[src/rtl/thermlvl_pkg.sv]
// Shared constants and types of the thermal level monitor.
// Assumes a 32-bit register data path and a 0x20-byte window per level.
package thermlvl_pkg;
    localparam int REG_DATA_W       = 32;
    localparam int LEVEL_STRIDE_LSB = 5;     // 0x20 bytes per level

    localparam logic [LEVEL_STRIDE_LSB-1:0] OFF_CTRL   = 5'h00;
    localparam logic [LEVEL_STRIDE_LSB-1:0] OFF_UP_THR = 5'h04;
    localparam logic [LEVEL_STRIDE_LSB-1:0] OFF_DN_THR = 5'h08;
    localparam logic [LEVEL_STRIDE_LSB-1:0] OFF_UP_CNT = 5'h0C;
    localparam logic [LEVEL_STRIDE_LSB-1:0] OFF_DN_CNT = 5'h10;

    localparam int CTRL_EN_BIT  = 8;
    localparam int CTRL_CPU_LSB = 5;
    localparam int CTRL_GPU_LSB = 3;

    localparam int STAT_EN_UP  = 0;
    localparam int STAT_CLR_UP = 1;
    localparam int STAT_EN_DN  = 2;
    localparam int STAT_CLR_DN = 3;

    typedef enum logic [1:0] {
        ZONE_LO   = 2'd0,
        ZONE_BAND = 2'd1,
        ZONE_RSVD = 2'd2,
        ZONE_HI   = 2'd3
    } zone_e;
endpackage

[src/rtl/thermlvl_satcnt.sv]
// Saturating event counter with synchronous clear.
// Assumes clear has priority over increment in the same cycle.
module thermlvl_satcnt #(
    parameter int CNT_W = 16
) (
    input  logic             clk,
    input  logic             rst_n,
    input  logic             clr,
    input  logic             inc,
    output logic [CNT_W-1:0] count
);
    localparam logic [CNT_W-1:0] CNT_MAX = '1;

    // Count one event per cycle, hold at the top, zero on clear.
    always_ff @(posedge clk) begin
        if (!rst_n) begin
            count <= '0;
        end else if (clr) begin
            count <= '0;
        end else if (inc && (count != CNT_MAX)) begin
            count <= count + CNT_W'(1);
        end
    end
endmodule

[src/rtl/thermlvl_level.sv]
// One threshold level: configuration registers, hysteresis side tracking,
// zone reporting and the two crossing counters.
// Assumes samples and thresholds are two's complement of THR_W bits and that
// the upper threshold takes priority when both compares hit.
module thermlvl_level
    import thermlvl_pkg::*;
#(
    parameter int THR_W = 9,
    parameter int CNT_W = 16
) (
    input  logic             clk,
    input  logic             rst_n,
    input  logic             ctrl_wr,
    input  logic             ctrl_en_d,
    input  logic [1:0]       ctrl_cpu_d,
    input  logic [1:0]       ctrl_gpu_d,
    input  logic             up_wr,
    input  logic             dn_wr,
    input  logic [THR_W-1:0] thr_d,
    input  logic             temp_valid,
    input  logic [THR_W-1:0] temp_in,
    input  logic             cnt_up_en,
    input  logic             cnt_dn_en,
    input  logic             clr_up,
    input  logic             clr_dn,
    output logic             en_o,
    output logic [1:0]       cpu_code_o,
    output logic [1:0]       gpu_code_o,
    output logic [1:0]       status_o,
    output logic             hi_o,
    output logic [THR_W-1:0] up_thr_o,
    output logic [THR_W-1:0] dn_thr_o,
    output logic [CNT_W-1:0] up_cnt_o,
    output logic [CNT_W-1:0] dn_cnt_o
);
    logic       en_q;
    logic [1:0] cpu_q;
    logic [1:0] gpu_q;
    logic [THR_W-1:0] up_q;
    logic [THR_W-1:0] dn_q;
    zone_e      zone_q;
    logic       hi_q;
    logic       at_or_above_up;
    logic       below_dn;
    logic       take;
    logic       rise;
    logic       fall;

    // Control word fields: enable and the two throttle-class codes.
    always_ff @(posedge clk) begin
        if (!rst_n) begin
            en_q  <= 1'b0;
            cpu_q <= 2'b00;
            gpu_q <= 2'b00;
        end else if (ctrl_wr) begin
            en_q  <= ctrl_en_d;
            cpu_q <= ctrl_cpu_d;
            gpu_q <= ctrl_gpu_d;
        end
    end

    // Threshold registers, written independently.
    always_ff @(posedge clk) begin
        if (!rst_n) begin
            up_q <= '0;
            dn_q <= '0;
        end else begin
            if (up_wr) up_q <= thr_d;
            if (dn_wr) dn_q <= thr_d;
        end
    end

    // Signed comparisons of the sample against both thresholds.
    always_comb begin
        at_or_above_up = $signed(temp_in) >= $signed(up_q);
        below_dn       = $signed(temp_in) <  $signed(dn_q);
        take           = temp_valid && en_q;
        rise           = take && at_or_above_up && !hi_q;
        fall           = take && !at_or_above_up && below_dn && hi_q;
    end

    // Hysteresis side and zone update on accepted samples only.
    always_ff @(posedge clk) begin
        if (!rst_n) begin
            zone_q <= ZONE_LO;
            hi_q   <= 1'b0;
        end else if (take) begin
            if (at_or_above_up) begin
                zone_q <= ZONE_HI;
                hi_q   <= 1'b1;
            end else if (below_dn) begin
                zone_q <= ZONE_LO;
                hi_q   <= 1'b0;
            end else begin
                zone_q <= ZONE_BAND;
            end
        end
    end

    thermlvl_satcnt #(.CNT_W(CNT_W)) u_up_cnt (
        .clk   (clk),
        .rst_n (rst_n),
        .clr   (clr_up),
        .inc   (rise && cnt_up_en),
        .count (up_cnt_o)
    );

    thermlvl_satcnt #(.CNT_W(CNT_W)) u_dn_cnt (
        .clk   (clk),
        .rst_n (rst_n),
        .clr   (clr_dn),
        .inc   (fall && cnt_dn_en),
        .count (dn_cnt_o)
    );

    // Expose state to the register read path and the request merge.
    always_comb begin
        en_o       = en_q;
        cpu_code_o = cpu_q;
        gpu_code_o = gpu_q;
        status_o   = zone_q;
        hi_o       = hi_q;
        up_thr_o   = up_q;
        dn_thr_o   = dn_q;
    end
endmodule

[src/rtl/thermlvl_req_merge.sv]
// Combines the throttle codes of all active levels into four request lines.
// Assumes code bit 0 means light and code bit 1 means heavy.
module thermlvl_req_merge #(
    parameter int NUM_LEVELS = 4
) (
    input  logic [NUM_LEVELS-1:0]       active,
    input  logic [NUM_LEVELS-1:0][1:0]  cpu_code,
    input  logic [NUM_LEVELS-1:0][1:0]  gpu_code,
    output logic                        cpu_light,
    output logic                        cpu_heavy,
    output logic                        gpu_light,
    output logic                        gpu_heavy
);
    logic [1:0] cpu_acc;
    logic [1:0] gpu_acc;

    // OR the codes of every active level per domain.
    always_comb begin
        cpu_acc = 2'b00;
        gpu_acc = 2'b00;
        for (int i = 0; i < NUM_LEVELS; i++) begin
            if (active[i]) begin
                cpu_acc = cpu_acc | cpu_code[i];
                gpu_acc = gpu_acc | gpu_code[i];
            end
        end
        cpu_light = cpu_acc[0];
        cpu_heavy = cpu_acc[1];
        gpu_light = gpu_acc[0];
        gpu_heavy = gpu_acc[1];
    end
endmodule

[src/rtl/thermal_level_monitor.sv]
// Top of the thermal level monitor: register decode and read mux, the
// statistics control word, one instance per level and the request merge.
// Assumes a single sensor group, byte addresses and combinational reads.
module thermal_level_monitor
    import thermlvl_pkg::*;
#(
    parameter int NUM_LEVELS = 4,
    parameter int THR_W      = 9,
    parameter int CNT_W      = 16,
    localparam int LVL_SEL_W = $clog2(NUM_LEVELS),
    localparam int ADDR_W    = LEVEL_STRIDE_LSB + LVL_SEL_W + 1
) (
    input  logic                    clk,
    input  logic                    rst_n,
    input  logic                    reg_wr_en,
    input  logic [ADDR_W-1:0]       reg_addr,
    input  logic [REG_DATA_W-1:0]   reg_wdata,
    output logic [REG_DATA_W-1:0]   reg_rdata,
    input  logic                    temp_valid,
    input  logic signed [THR_W-1:0] temp_in,
    output logic                    cpu_light_req,
    output logic                    cpu_heavy_req,
    output logic                    gpu_light_req,
    output logic                    gpu_heavy_req
);
    logic                          global_sel;
    logic                          stats_sel;
    logic [LVL_SEL_W-1:0]          lvl_idx;
    logic [LEVEL_STRIDE_LSB-1:0]   reg_off;
    logic                          stat_en_up;
    logic                          stat_en_dn;
    logic                          clr_up;
    logic                          clr_dn;
    logic                          wdata_unused;

    logic [NUM_LEVELS-1:0]             lvl_en;
    logic [NUM_LEVELS-1:0]             lvl_hi;
    logic [NUM_LEVELS-1:0][1:0]        lvl_cpu;
    logic [NUM_LEVELS-1:0][1:0]        lvl_gpu;
    logic [NUM_LEVELS-1:0][1:0]        lvl_status;
    logic [NUM_LEVELS-1:0][THR_W-1:0]  lvl_up_thr;
    logic [NUM_LEVELS-1:0][THR_W-1:0]  lvl_dn_thr;
    logic [NUM_LEVELS-1:0][CNT_W-1:0]  lvl_up_cnt;
    logic [NUM_LEVELS-1:0][CNT_W-1:0]  lvl_dn_cnt;

    // Address split into region, level index and in-level offset.
    always_comb begin
        global_sel = reg_addr[ADDR_W-1];
        stats_sel  = global_sel && (reg_addr[ADDR_W-2:0] == '0);
        lvl_idx    = reg_addr[LEVEL_STRIDE_LSB +: LVL_SEL_W];
        reg_off    = reg_addr[LEVEL_STRIDE_LSB-1:0];
        clr_up     = reg_wr_en && stats_sel && reg_wdata[STAT_CLR_UP];
        clr_dn     = reg_wr_en && stats_sel && reg_wdata[STAT_CLR_DN];
    end

    assign wdata_unused = ^reg_wdata;

    // Statistics enables, kept until rewritten.
    always_ff @(posedge clk) begin
        if (!rst_n) begin
            stat_en_up <= 1'b0;
            stat_en_dn <= 1'b0;
        end else if (reg_wr_en && stats_sel) begin
            stat_en_up <= reg_wdata[STAT_EN_UP];
            stat_en_dn <= reg_wdata[STAT_EN_DN];
        end
    end

    for (genvar g = 0; g < NUM_LEVELS; g++) begin : g_level
        logic lvl_wr;
        assign lvl_wr = reg_wr_en && !global_sel && (lvl_idx == LVL_SEL_W'(g));

        thermlvl_level #(
            .THR_W (THR_W),
            .CNT_W (CNT_W)
        ) u_level (
            .clk        (clk),
            .rst_n      (rst_n),
            .ctrl_wr    (lvl_wr && (reg_off == OFF_CTRL)),
            .ctrl_en_d  (reg_wdata[CTRL_EN_BIT]),
            .ctrl_cpu_d (reg_wdata[CTRL_CPU_LSB +: 2]),
            .ctrl_gpu_d (reg_wdata[CTRL_GPU_LSB +: 2]),
            .up_wr      (lvl_wr && (reg_off == OFF_UP_THR)),
            .dn_wr      (lvl_wr && (reg_off == OFF_DN_THR)),
            .thr_d      (reg_wdata[THR_W-1:0]),
            .temp_valid (temp_valid),
            .temp_in    (temp_in),
            .cnt_up_en  (stat_en_up),
            .cnt_dn_en  (stat_en_dn),
            .clr_up     (clr_up),
            .clr_dn     (clr_dn),
            .en_o       (lvl_en[g]),
            .cpu_code_o (lvl_cpu[g]),
            .gpu_code_o (lvl_gpu[g]),
            .status_o   (lvl_status[g]),
            .hi_o       (lvl_hi[g]),
            .up_thr_o   (lvl_up_thr[g]),
            .dn_thr_o   (lvl_dn_thr[g]),
            .up_cnt_o   (lvl_up_cnt[g]),
            .dn_cnt_o   (lvl_dn_cnt[g])
        );
    end

    thermlvl_req_merge #(.NUM_LEVELS(NUM_LEVELS)) u_merge (
        .active    (lvl_en & lvl_hi),
        .cpu_code  (lvl_cpu),
        .gpu_code  (lvl_gpu),
        .cpu_light (cpu_light_req),
        .cpu_heavy (cpu_heavy_req),
        .gpu_light (gpu_light_req),
        .gpu_heavy (gpu_heavy_req)
    );

    // Read mux: statistics word or the addressed level field.
    always_comb begin
        reg_rdata = '0;
        if (stats_sel) begin
            reg_rdata[STAT_EN_UP] = stat_en_up;
            reg_rdata[STAT_EN_DN] = stat_en_dn;
        end
        for (int i = 0; i < NUM_LEVELS; i++) begin
            if (!global_sel && (lvl_idx == LVL_SEL_W'(i))) begin
                case (reg_off)
                    OFF_CTRL: begin
                        reg_rdata[CTRL_EN_BIT]        = lvl_en[i];
                        reg_rdata[CTRL_CPU_LSB +: 2]  = lvl_cpu[i];
                        reg_rdata[CTRL_GPU_LSB +: 2]  = lvl_gpu[i];
                        reg_rdata[1:0]                = lvl_status[i];
                    end
                    OFF_UP_THR: reg_rdata = {{(REG_DATA_W-THR_W){lvl_up_thr[i][THR_W-1]}}, lvl_up_thr[i]};
                    OFF_DN_THR: reg_rdata = {{(REG_DATA_W-THR_W){lvl_dn_thr[i][THR_W-1]}}, lvl_dn_thr[i]};
                    OFF_UP_CNT: reg_rdata = {{(REG_DATA_W-CNT_W){1'b0}}, lvl_up_cnt[i]};
                    OFF_DN_CNT: reg_rdata = {{(REG_DATA_W-CNT_W){1'b0}}, lvl_dn_cnt[i]};
                    default:    reg_rdata = '0;
                endcase
            end
        end
    end
endmodule

[config.mk]
export PLATFORM = sky130hd
export DESIGN_NAME = thermal_level_monitor
export DESIGN_NICKNAME = d
export VERILOG_FILES = /design/src/rtl/thermlvl_pkg.sv /design/src/rtl/thermlvl_satcnt.sv /design/src/rtl/thermlvl_level.sv /design/src/rtl/thermlvl_req_merge.sv /design/src/rtl/thermal_level_monitor.sv
export SDC_FILE = /design/constraint.sdc
export NUM_CORES = 1
export LEC_CHECK = 0
export BUFFER_PORTS_ARGS = -buffer_cell sky130_fd_sc_hd__buf_2
export CAP_MARGIN = 10
export CORE_MARGIN = 5
export CORE_UTILIZATION = 50
export DETAILED_ROUTE_END_ITERATION = 10
export GPL_ROUTABILITY_DRIVEN = 1
export GPL_TIMING_DRIVEN = 0
export PLACE_DENSITY = 0.68
export SETUP_SLACK_MARGIN = 0.02
export SLEW_MARGIN = 20
export SYNTH_ARGS = -nofsm -noshare
export SYNTH_HDL_FRONTEND = slang
export SYNTH_SLANG_ARGS = --single-unit
export TNS_END_PERCENT = 20
[constraint.sdc]
create_clock -name clk -period 3.1 [get_ports clk]
set_input_delay 0.31 -clock clk [delete_from_list [all_inputs] [get_ports clk]]
set_output_delay 0.31 -clock clk [all_outputs]
set_load 0.1 [all_outputs]
# After elaboration in Yosys (flattened, before gate mapping)
# Cells that the tools add are included.
# word_totals
out_inout_bits,36
n_memories,0
register_bits,234
latchBits,0
romBits,0
ram_bits,0
# op_classes
bitwise,8
reduce_logical,87
shift,0
multipliers,0
addsub,8
div,0
n_eq_ne,15
muxes,54
magnitude_cmp,8
# ops
operator,count
23-bit one-hot mux with 5 select lines,3
"16-bit by 1-bit adder with 16-bit output, second input constant",8
32-bit 2-to-1 mux,4
"16-bit inequality test, second input constant",8
23-bit one-hot mux with 4 select lines,1
4-bit one-hot mux with 5 select lines,4
1-bit logical AND,65
1-bit one-hot mux with 5 select lines,11
2-bit one-hot mux with 5 select lines,4
9-bit >= comparator,4
9-bit less-than comparator,4
2-bit 2-to-1 mux,12
1-bit 2-to-1 mux,14
2-bit bitwise OR,6
"5-bit by 4-bit equality test with 1-bit output, second input constant",2
1-bit logical NOT,9
2-bit AND reduction,4
2-bit nonzero test,4
7-bit logical NOT,1
"5-bit by 3-bit equality test with 1-bit output, second input constant",1
"5-bit equality test, second input constant",1
5-bit logical NOT,1
4-bit AND,1
"2-bit equality test, second input constant",2
5 further kinds,6

# Depth between registers and ports, before layout
# Gate-level depths: netlist of run 1.
# depth
depth_word,11
depth_mapped,10
depth_no_buf,9

# Cells and area by module
# From an unflattened synthesis of run 1, not the netlist that was laid out.
# unflattened
cells_unflattened,1686
area_unflattened_um2,15250.9
# modules_own_cells
mod,cells_each,n_inst,seq_area_each_um2,area_per_inst_um2
thermlvl_satcnt,91,8,320.3,864.6
thermlvl_level,151,4,520.5,1467.7
thermal_level_monitor,342,1,40.0,2388.5
thermlvl_req_merge,12,1,0.0,75.1

# Worst setup path before layout of run 1
# OpenSTA, ideal clock, no wires.
# synth_timing
path_kind,input-to-output
start,input reg_addr[3]
end,output reg_rdata[8]
t_required_ps,2790
cell_stages,10
setup_slack_ps,-1703
path_buffers,3
arrival_ps,4493
cell_sequence,buf_2 -> nor2_1 -> nand2_1 -> nor3_1 -> buf_4 -> buf_2 -> a22oi_1 -> nand3_1 -> a21oi_1 -> nor4_1
# synth_via
elab_chain_len,6
# synth_rtl
item,line_no,rtl
start: declaration,thermal_level_monitor.sv:16,"input logic [ADDR_W-1:0] reg_addr,"
"5-bit equality test, or another cell as far along",thermal_level_monitor.sv:123,case (reg_off)
1-bit one-hot mux with 5 select lines,thermal_level_monitor.sv:123,
32-bit 2-to-1 mux (3 in series),thermal_level_monitor.sv:122,if (!global_sel && (lvl_idx == LVL_SEL_W'(i))) begin
32-bit 2-to-1 mux *,thermal_level_monitor.sv:122,
end: declaration,thermal_level_monitor.sv:18,"output logic [REG_DATA_W-1:0] reg_rdata,"
# Mark *: on every way between the ends. The rest lies on a longest branch, timed or not.

# Final worst setup path of run 1
# layout_timing
start,input reg_addr[6]
end,output reg_rdata[6]
# layout_via
elab_chain_len,6
# layout_rtl
item,line_no
2-bit logical NOT,thermal_level_monitor.sv:122
1-bit logical AND,thermal_level_monitor.sv:122
32-bit 2-to-1 mux (3 in series),thermal_level_monitor.sv:122
32-bit 2-to-1 mux *,thermal_level_monitor.sv:122
# Marks and branches as above.

==> results of run 1 <==
## critical path, delay by kind of cell
kind                   cells  cell delay [ns]
buffers and inverters      4             1.24
AO/OA/AOI/OAI              2             0.66
AND/OR/NAND/NOR            2             0.55
## worst paths after layout
kind,start,to,slack (ns),cells after the start
min,reg_wdata[6],g_level[3].u_level.up_thr_o[6],0.08,3
min reg2reg,g_level[0].u_level.up_thr_o[2],g_level[0].u_level.up_thr_o[2],0.47,2
max reg2reg,g_level[2].u_level.up_thr_o[6],g_level[2].u_level.u_dn_cnt.count[7],0.27,10
max,reg_addr[6],reg_rdata[6],0.02,8
## cells in the mapped netlist, types with 29 or more instances
library cell and n:
a21boi_0 57, o21ai_0 42, nor2_1 146, nand4_1 51, nand2_1 170, xor2_1 39
nor2b_1 53, nand3_1 131, dfxtp_1 234, ha_1 76, mux2i_1 109, inv_1 77
clkbuf_1 56, a21oi_1 97, buf_4 29, and3_1 29, nor3_1 30, xnor2_1 36
## routing by layer
metal	part of all wire, %	wire length (µm)	GRT usage (%)
met1	43	21600	40.9
met2	43	21400	44.7
met3	9.3	4660	5.50
met4	5.2	2610	12.5
met5	0.022	11	0
## layout make-up
cell class | count | area, µm²
well taps | 384 | 480
flip-flops and latches | 234 | 4680
clock inverters | 11 | 119
plain buffers | 115 | 624
repair buffers | 59 | 357
inverters | 77 | 289
fillers | 2719 | 12200
clock buffers | 40 | 827
multi-input cells | 1340 | 8970
## logic make-up (layout without fill, tap and decap cells)
| group | Yosys count | after routing | synth area share (%) |
|---|---|---|---|
| AO/OA/AOI/OAI | 340 | 340 | 16.0 |
| XOR/XNOR | 75 | 75 | 4.56 |
| adder cells (fa/ha/maj) | 76 | 76 | 6.60 |
| buffers and inverters | 194 | 302 | 6.21 |
| flip-flops | 234 | 234 | 32.5 |
| multiplexers | 111 | 111 | 7.73 |
| AND/OR/NAND/NOR | 738 | 738 | 26.3 |
## repair_timing
action                     4_1_cts  5_1_grt
buffers inserted                 1        0
hold buffers                     0        0
setup endpoints to repair       31       32
pin swaps                        1        0
gates resized for setup         19       11
## flip-flops by register name, indices dropped and copies added (netlist names)
name	count
g_level.u_level.u_dn_cnt.count	64
g_level.u_level.u_up_cnt.count	64
g_level.u_level.dn_thr_o	36
g_level.u_level.up_thr_o	36
g_level.u_level.cpu_code_o	8
g_level.u_level.gpu_code_o	8
g_level.u_level.status_o	8
g_level.u_level.en_o	4
g_level.u_level.hi_o	4
stat_en_dn	1
stat_en_up	1
## power by group
group | total [mW] | internal (mW) | switching [mW]
Combinational | 0.525 | 0.154 | 0.371
Clock | 3.37 | 2.02 | 1.36
Sequential | 3.01 | 3.01 | 0.00167
Total | 6.91 | 5.18 | 1.73
==> run summary, run 1 <==
Status -> finished, final reports clean
Startpoint class of the critical path -> primary input
Chip Width -> 180 µm
Clk slew on worst S/H paths -> 0.05 ns
Top cells by area, synth -> dfxtp_1 (33%), mux2i_1 (7.6%), ha_1 (6.6%)
Vias in the first global route -> 12800
Final setup violation count -> 0
Yosys cell types -> 82
Max-cap violation count -> 0
Buffer depth of the longest clock path -> 3
Sequential share of the synthesized area -> 32.5%
DP Wirelength -> 38.1 mm
1st-iter DRT viols -> 1705
H-tree Lvls -> 1
Vias per Instance -> 6.27
Area grow syn2layout -> 13.6%
Setup WS post-layout -> 0.0214 ns
Slowest CP cell -> nor3b_4
DIE AREA -> 32300 µm²
Clock sink count -> 234
Worst slack, placed -> -0.624 ns
Clock buffer count from CTS -> 28
Final min period -> 3.08 ns
Via count -> 14200
Detail Route Antenna Nets -> 0
Unrepaired setup endpoints after global routing -> true
Most common cell after layout, fill and taps aside -> dfxtp_1
Peak Freq -> 0.325 GHz
Ys flop type -> dfxtp_1
Tot GR Track Use -> 29.3%
Synth Cell Area -> 14400 µm²
Placer Congestion -> 0.961
Pwr/cell area -> 422 nW/µm²
Critical Path Sink Type -> primary output
Area leader, netlist -> dfxtp_1
Final Cell Area -> 16400 µm²
Routed WL -> 50.3 mm
Critical path arrival -> 2.77 ns
Rows -> 62
Slew headroom -> 31.7%
Initial Utilization -> 50.4%
Worst EP required -> 2.79 ns
Global-route wire length before repair -> 75.2 mm
Setup Skew -> 0.0169 ns
Chip height -> 180 µm
Yosys reg bits -> 234
CP Cell Sequence -> buf_2, clkbuf_1, nor3b_4, clkbuf_1, o221ai_1, a21oi_1, nor4_4, buf_4
Total Neg Setup Slack -> 0 ns
Worst-path fanout max -> 10
Max Slew Vio Count -> 0
Largest net degree at the start of global routing -> 17
Ys Warns -> 0
Ant. Diodes -> 0
Clock Latency Late Sink -> 0.55 ns
Measured slew at the worst slew-check pin -> 1.02 ns
Cells after DPL -> 2210
Pleak -> 5.84 nW
Number of enable flip-flop cells after synthesis -> 0
Remaining global-route overflow -> 0
Initial antenna violation count -> 1
Final core occ -> 57.3%
CP peak stage delay -> 0.47 ns
Final hold vios -> 0
Cells after synthesis -> 1768
Filler-free cell count of the finished design -> 2260
DP Area -> 15300 µm²
Min-delay worst type -> primary input to flop
VDD IR-drop max -> 422 µV
Syn_area_per_cell -> 8.14 µm²
Layout Nets -> 1984
DRC viols -> 0
Fraction of layout cells with a size suffix above 1 -> 11.6%
Total power -> 6.91 mW
Area fraction of the dominant cell type after synthesis -> 32.5%
Most common cell on crit path -> clkbuf_1
FFs w/ async S/R, synth -> 0%
CP Class -> primary input to primary output
Syn Nets -> 1897
I/O Buffers -> 58
I/O Pins -> 89
TritonCTS clock tree -> done
Most frequent cells in the layout -> dfxtp_1 (234), nand2_1 (168), nor2_1 (144)
Core area -> 28500 µm²
Pre-Repair DR Iteration Count -> 6
Final hold slack -> 0.0843 ns
Final Cycle Share -> 99.3%
DR WL/cell -> 22.2 µm
Root buf cell -> clkbuf_16
(Power assumes the default switching activity.)
==> inputs of run 2 (changes only) <==
==> constraint.sdc (replaced) <==
create_clock -name clk -period 3 [get_ports clk]
set_input_delay 0.3 -clock clk [delete_from_list [all_inputs] [get_ports clk]]
set_output_delay 0.3 -clock clk [all_outputs]
set_load 0.1 [all_outputs]
==> run summary, run 2 (synthesis results as in run 1) <==
Status -> finished, violations left
Failing checks -> negative setup slack
TritonCTS clock tree -> done
Cell family with most CP delay -> simple AND/OR/NAND/NOR gates
DIE AREA -> 32300 µm² (unchanged)
Root buf cell -> clkbuf_16
Cells after DPL -> 2210 (unchanged)
Final min period -> 3.02 ns
Routed WL -> 50.4 mm (+0.28%)
Most frequent cells in the layout -> dfxtp_1 (234), nand2_1 (168), nor2_1 (144)
Startpoint class of the critical path -> primary input
DR WL/cell -> 22.3 µm (+0.20%)
Critical path arrival -> 2.72 ns (-0.05 ns)
H-tree Lvls -> 1 (unchanged)
# hold bufs at CTS -> 0 (unchanged)
Max-cap violation count -> 0 (unchanged)
DP Area -> 15300 µm² (unchanged)
Final setup violation count -> 2 (+2)
Initial Utilization -> 50.4% (unchanged)
Placer Congestion -> 0.961 (unchanged)
Most common cell after layout, fill and taps aside -> dfxtp_1
I/O Pins -> 89 (unchanged)
Filler-free cell count of the finished design -> 2262 (+0.088%)
Clock sink count -> 234 (unchanged)
DRC viols -> 0 (unchanged)
Final hold vios -> 0 (unchanged)
CP Cell Sequence -> buf_2, or4_4, buf_2, buf_2, o22ai_1, a21oi_1, a21oi_1, nor2_1, nor4_4, buf_6
1st-iter DRT viols -> 1766 (+3.6%)
Final core occ -> 57.7% (+0.41 points)
Unrepaired setup endpoints after global routing -> true
Slowest CP cell -> or4_4
Worst EP required -> 2.70 ns (-0.09 ns)
Chip Width -> 180 µm (unchanged)
Largest registers -> g_level.u_level.u_dn_cnt.count: 64 flops, g_level.u_level.u_up_cnt.count: 64 flops
Fraction of layout cells with a size suffix above 1 -> 12.1% (+0.58 points)
Min-delay worst type -> primary input to flop
Setup Skew -> 0.0153 ns (-0.00162 ns)
Clock buffer count from CTS -> 28 (unchanged)
Layout Nets -> 1985 (+0.050%)
Measured slew at the worst slew-check pin -> 1.04 ns (+0.0264 ns)
Buffer depth of the longest clock path -> 3 (unchanged)
Final Cycle Share -> 101%
Area grow syn2layout -> 14.4%
DP Wirelength -> 38.1 mm (unchanged)
Critical Path Sink Type -> primary output
Chip height -> 180 µm (unchanged)
Clk slew on worst S/H paths -> 0.06 ns (about the same)
Most common cell on crit path -> buf_2
CP bufs+invs -> 4 (unchanged)
Vias in the first global route -> 12800 (+0.062%)
Core area -> 28500 µm² (unchanged)
Tot GR Track Use -> 29.4% (about the same)
Final hold slack -> 0.0666 ns (-0.0177 ns)
Worst-path fanout max -> 10 (unchanged)
Slew headroom -> 30.5% (-1.1 points)
Rows -> 62 (unchanged)
Via count -> 14100 (-0.11%)
Final Cell Area -> 16500 µm² (+0.72%)
Pwr/cell area -> 434 nW/µm² (+2.8%)
Peak Freq -> 0.331 GHz
Detail Route Antenna Nets -> 0 (unchanged)
Largest net degree at the start of global routing -> 17 (unchanged)
Pleak -> 5.86 nW (+0.28%)
Setup WS post-layout -> -0.0225 ns (-0.0439 ns)
Total power -> 7.15 mW (+3.5%)
Clock Latency Late Sink -> 0.55 ns (about the same)
CP peak stage delay -> 0.56 ns (+0.09 ns)
VDD IR-drop max -> 435 µV (+3.1%)
CP Class -> primary input to primary output
Vias per Instance -> 6.25 (-0.20%)
Fill count -> 2695 (-0.88%)
I/O Buffers -> 58 (unchanged)
Initial antenna violation count -> 2 (+1)
Global-route wire length before repair -> 75.2 mm (about the same)
Max Slew Vio Count -> 0 (unchanged)
Remaining global-route overflow -> 0 (unchanged)
Pre-Repair DR Iteration Count -> 8 (+2)
==> run 2: path summary, 6_finish.rpt <==
check                                       from                                    to  slack [ns]  cells past startpoint
setup / recovery                     reg_addr[4]                          reg_rdata[3]       -0.02                     10
hold / removal                      reg_wdata[8]               g_level[3].u_level.en_o        0.07                      3
setup reg to reg  g_level[2].u_level.up_thr_o[6]  g_level[2].u_level.u_dn_cnt.count[7]        0.29                     10
hold reg to reg   g_level[0].u_level.up_thr_o[2]        g_level[0].u_level.up_thr_o[2]        0.47                      2
==> run 2: worst register-to-register path, delay by kind of cell, from the launching register on <==
family                   cells  cell delay (ns)
AO/OA/AOI/OAI                1             0.38
XOR/XNOR                     1             0.16
adder cells (fa/ha/maj)      1             0.30
buffers and inverters        2             0.37
flip-flops                   1             0.39
AND/OR/NAND/NOR              5             1.00
==> run 2: per-stage QoR <==
stage | setup slack [ns] | TNS (ns)
2_1_floorplan | -0.972 | -17.88
3_3_place_gp | -0.666 | -13.84
3_5_place_dp | -0.704 | -14.69
4_1_cts | 0.00411 | 0
5_1_grt | -0.0658 | -0.0978
6_report | -0.0225 | -0.0414
==> run 2: layout make-up <==
| cell class | instances | area, µm² | share of cell area (%) |
|---|---|---|---|
| multi-input cells | 1340 | 9010 | 54.7 |
| diodes | 1 | 2.50 | 0.0152 |
| inverters | 77 | 289 | 1.75 |
| well taps | 384 | 480 | 2.92 |
| repair buffers | 60 | 424 | 2.58 |
| clock inverters | 11 | 119 | 0.722 |
| plain buffers | 115 | 631 | 3.83 |
| clock buffers | 40 | 827 | 5.02 |
| flip-flops and latches | 234 | 4680 | 28.4 |
==> run 2: per-layer routing <==
layer	up-vias	GRT usage [%]	share of wire [%]
met1	6719	40.9	43
met5	-	0	0.024
li1	6509	-	-
met2	775	44.7	43
met3	143	5.52	9.6
met4	2	12.5	4.9
==> run 2: repair_timing <==
item / in CTS / in global routing
setup buffers: 1 / 1
endpoints found under the setup margin: 31 / 33
cloned: 0 / 0
pin swaps: 1 / 0
gates resized for setup: 24 / 42
==> run 2: power breakdown <==
group	internal (mW)	switching, mW
clock network	2.08	1.41
logic	0.162	0.386
registers	3.11	0.00173
total	5.35	1.79
==> inputs of run 3 (changes only) <==
--- a/config.mk
+++ b/config.mk
@@ -9,6 +9,8 @@
 export CAP_MARGIN = 10
 export CORE_MARGIN = 5
 export CORE_UTILIZATION = 50
+export CTS_BUF_LIST = sky130_fd_sc_hd__clkbuf_4
+export CTS_CLUSTER_DIAMETER = 30
 export DETAILED_ROUTE_END_ITERATION = 10
 export GPL_ROUTABILITY_DRIVEN = 1
 export GPL_TIMING_DRIVEN = 0
==> run summary, run 3 (synthesis results as in run 1) <==
Chip Width -> 180 µm (unchanged)
Final core occ -> 57.5% (-0.18 points)
Final hold slack -> 0.0827 ns (+0.0161 ns)
Sw Pwr -> 1.83 mW (+1.7%)
Critical path arrival -> 2.73 ns (about the same)
Buffer depth of the longest clock path -> 3 (unchanged)
Global-route wire length before repair -> 75.7 mm (+0.64%)
Clock sink count -> 234 (unchanged)
Worst-path fanout max -> 10 (unchanged)
Remaining global-route overflow -> 0 (unchanged)
I/O Pins -> 89 (unchanged)
Max Slew Vio Count -> 0 (unchanged)
Clock Latency Late Sink -> 0.69 ns (+0.14 ns)
Measured slew at the worst slew-check pin -> 1.05 ns (+0.00332 ns)
Hold_sp -> temp_valid
Register share of total power -> 46.5% (+3.0 points)
Chip height -> 180 µm (unchanged)
Filler-free cell count of the finished design -> 2332 (+3.1%)
Final min period -> 3.03 ns (+0.00484 ns)
Unrepaired setup endpoints after global routing -> true
Root buf cell -> clkbuf_4
Vias in the first global route -> 13200 (+2.9%)
Area grow syn2layout -> 14.0%
Hold path depth -> 3 (unchanged)
Setup Skew -> 0.0532 ns (+0.0380 ns)
DP Wirelength -> 38.1 mm (unchanged)
Internal power contribution -> 4.87 mW (-9.1%)
Largest registers -> g_level.u_level.u_dn_cnt.count: 64 flops, g_level.u_level.u_up_cnt.count: 64 flops
TritonCTS clock tree -> done
Worst EP required -> 2.70 ns (about the same)
Layout Nets -> 2033 (+2.4%)
Final Cell Area -> 16400 µm² (-0.31%)
Setup WS post-layout -> -0.0273 ns (-0.00484 ns)
Pleak -> 5.93 nW (+1.1%)
Initial antenna violation count -> 3 (+1)
Rows -> 62 (unchanged)
Reg2reg start -> g_level[2].u_level.up_thr_o[6]
Initial Utilization -> 50.4% (unchanged)
Slowest CP cell -> or4_4
Total Neg Setup Slack -> -0.0273 ns (+0.0140 ns)
Switching share of total power -> 27.3% (+2.2 points)
Most common cell on crit path -> buf_2
DRC viols -> 0 (unchanged)
Critical Path Sink Type -> primary output
Most common cell after layout, fill and taps aside -> dfxtp_1
Via count -> 14400 (+1.9%)
Routed WL -> 50.8 mm (+0.72%)
CP Class -> primary input to primary output
Peak Freq -> 0.330 GHz (-0.16%)
Startpoint class of the critical path -> primary input
Clock buffer count from CTS -> 72 (+160%)
Comb pwr share -> 8.3% (+0.6 points)
VDD IR-drop max -> 280 µV (-36%)
Placer Congestion -> 0.961 (unchanged)
Fraction of layout cells with a size suffix above 1 -> 14.8% (+2.7 points)
Vias per Instance -> 6.18 (-1.2%)
CP startpoint -> reg_addr[4]
1st-iter DRT viols -> 1880 (+6.5%)
I/O Buffers -> 58 (unchanged)
Final Cycle Share -> 101% (+0.16 points)
Core area -> 28500 µm² (unchanged)
Final setup violation count -> 1 (-1)
Pwr/cell area -> 408 nW/µm² (-6.1%)
Min-delay worst type -> primary input to flop
Cells after DPL -> 2210 (unchanged)
Clk slew on worst S/H paths -> 0.06 ns (about the same)
CP Cell Sequence -> buf_2, or4_4, buf_2, buf_2, o22ai_1, a21oi_1, a21oi_1, nor2_1, nor4_4, buf_6
Most frequent cells in the layout -> dfxtp_1 (234), nand2_1 (169), nor2_1 (144)
Status -> finished, violations left
Failing checks -> negative setup slack
CP peak stage delay -> 0.56 ns (about the same)
Final hold vios -> 0 (unchanged)
DP Area -> 15300 µm² (unchanged)
Slew headroom -> 29.7% (-0.86 points)
Max-cap violation count -> 0 (unchanged)
Clock power frac -> 45.3% (-3.5 points)
DR WL/cell -> 21.8 µm (-2.3%)
Tot GR Track Use -> 29.8% (+0.42 points)
H-tree Lvls -> 3 (+2)
Detail Route Antenna Nets -> 0 (unchanged)
Largest net degree at the start of global routing -> 17 (unchanged)
Pre-Repair DR Iteration Count -> 8 (unchanged)
DIE AREA -> 32300 µm² (unchanged)
Worst r2r path cells -> 9 (-1)
==> run 3: cell count changes in the layout (fill, tap and decap cells not counted), moves of 2 or more <==
cell           delta
clkinv_1         +10
clkinvlp_4        -4
o22ai_1           -2
dlygate4sd3_1     +5
buf_4             +4
clkbuf_4         +98
o22ai_2           +2
buf_2             -2
clkbuf_16        -29
clkbuf_8          -6
inv_2             +2
buf_6             -2
clkbuf_1          -4
==> run 3: final timing paths <==
kind,end,slack (ns)
worst max register to register,g_level[2].u_level.u_dn_cnt.count[12],0.13
worst max-delay path,reg_rdata[5],-0.03
worst min-delay path,g_level[3].u_level.status_o[0],0.08
worst min register to register,g_level[2].u_level.status_o[1],0.47
==> run 3: timing repair <==
item / in CTS / in global routing
pin swaps: 1 / 0
endpoints found under the hold margin: 9 / 0
hold buffers: 5 / 0
resized for setup: 40 / 26
endpoints found under the setup margin: 31 / 32
buffers inserted: 1 / 0
==> run 3: critical path, delay by kind of cell <==
kind	cells	cell delay, ns
AOI/OAI and AO/OA	3	0.64
buffers and inverters	4	0.87
and+or+nand+nor	3	0.90
==> run 3: power by group through the flow <==
stage	clock [mW]	combinational, mW	sequential (mW)
floorplan	0	0.321	3.18
detailed placement	0	0.525	3.18
global route	3.26	0.583	3.11
global placement	0	0.514	3.18
finish	3.03	0.553	3.11
CTS	3.08	0.534	3.11
==> run 3: layout make-up <==
cell class / instances / area (µm²)
fill: 2732 / 12100
multi-input combinational: 1340 / 9030
sequential: 234 / 4680
clock buffer: 99 / 743
buffer: 115 / 632
tap: 384 / 480
timing repair buffer: 64 / 462
inverter: 77 / 289
clock inverter: 17 / 95.1
antenna: 2 / 5.00
==> run 3: routing by layer <==
layer | share of wire [%] | vias up | GRT usage [%]
li1 | - | 6645 | -
met1 | 42 | 6803 | 40.6
met2 | 43 | 808 | 45.0
met3 | 10 | 159 | 6.53
met4 | 4.7 | 2 | 14.1
met5 | 0.033 | - | 0
==> run 3: per-stage QoR <==
stage               power [mW]  setup WS, ns
detailed placement        3.70        -0.704
finish                    6.69       -0.0273
global route              6.95       -0.0734
floorplan                 3.50        -0.972
CTS                       6.72       0.00572
global placement          3.69        -0.666
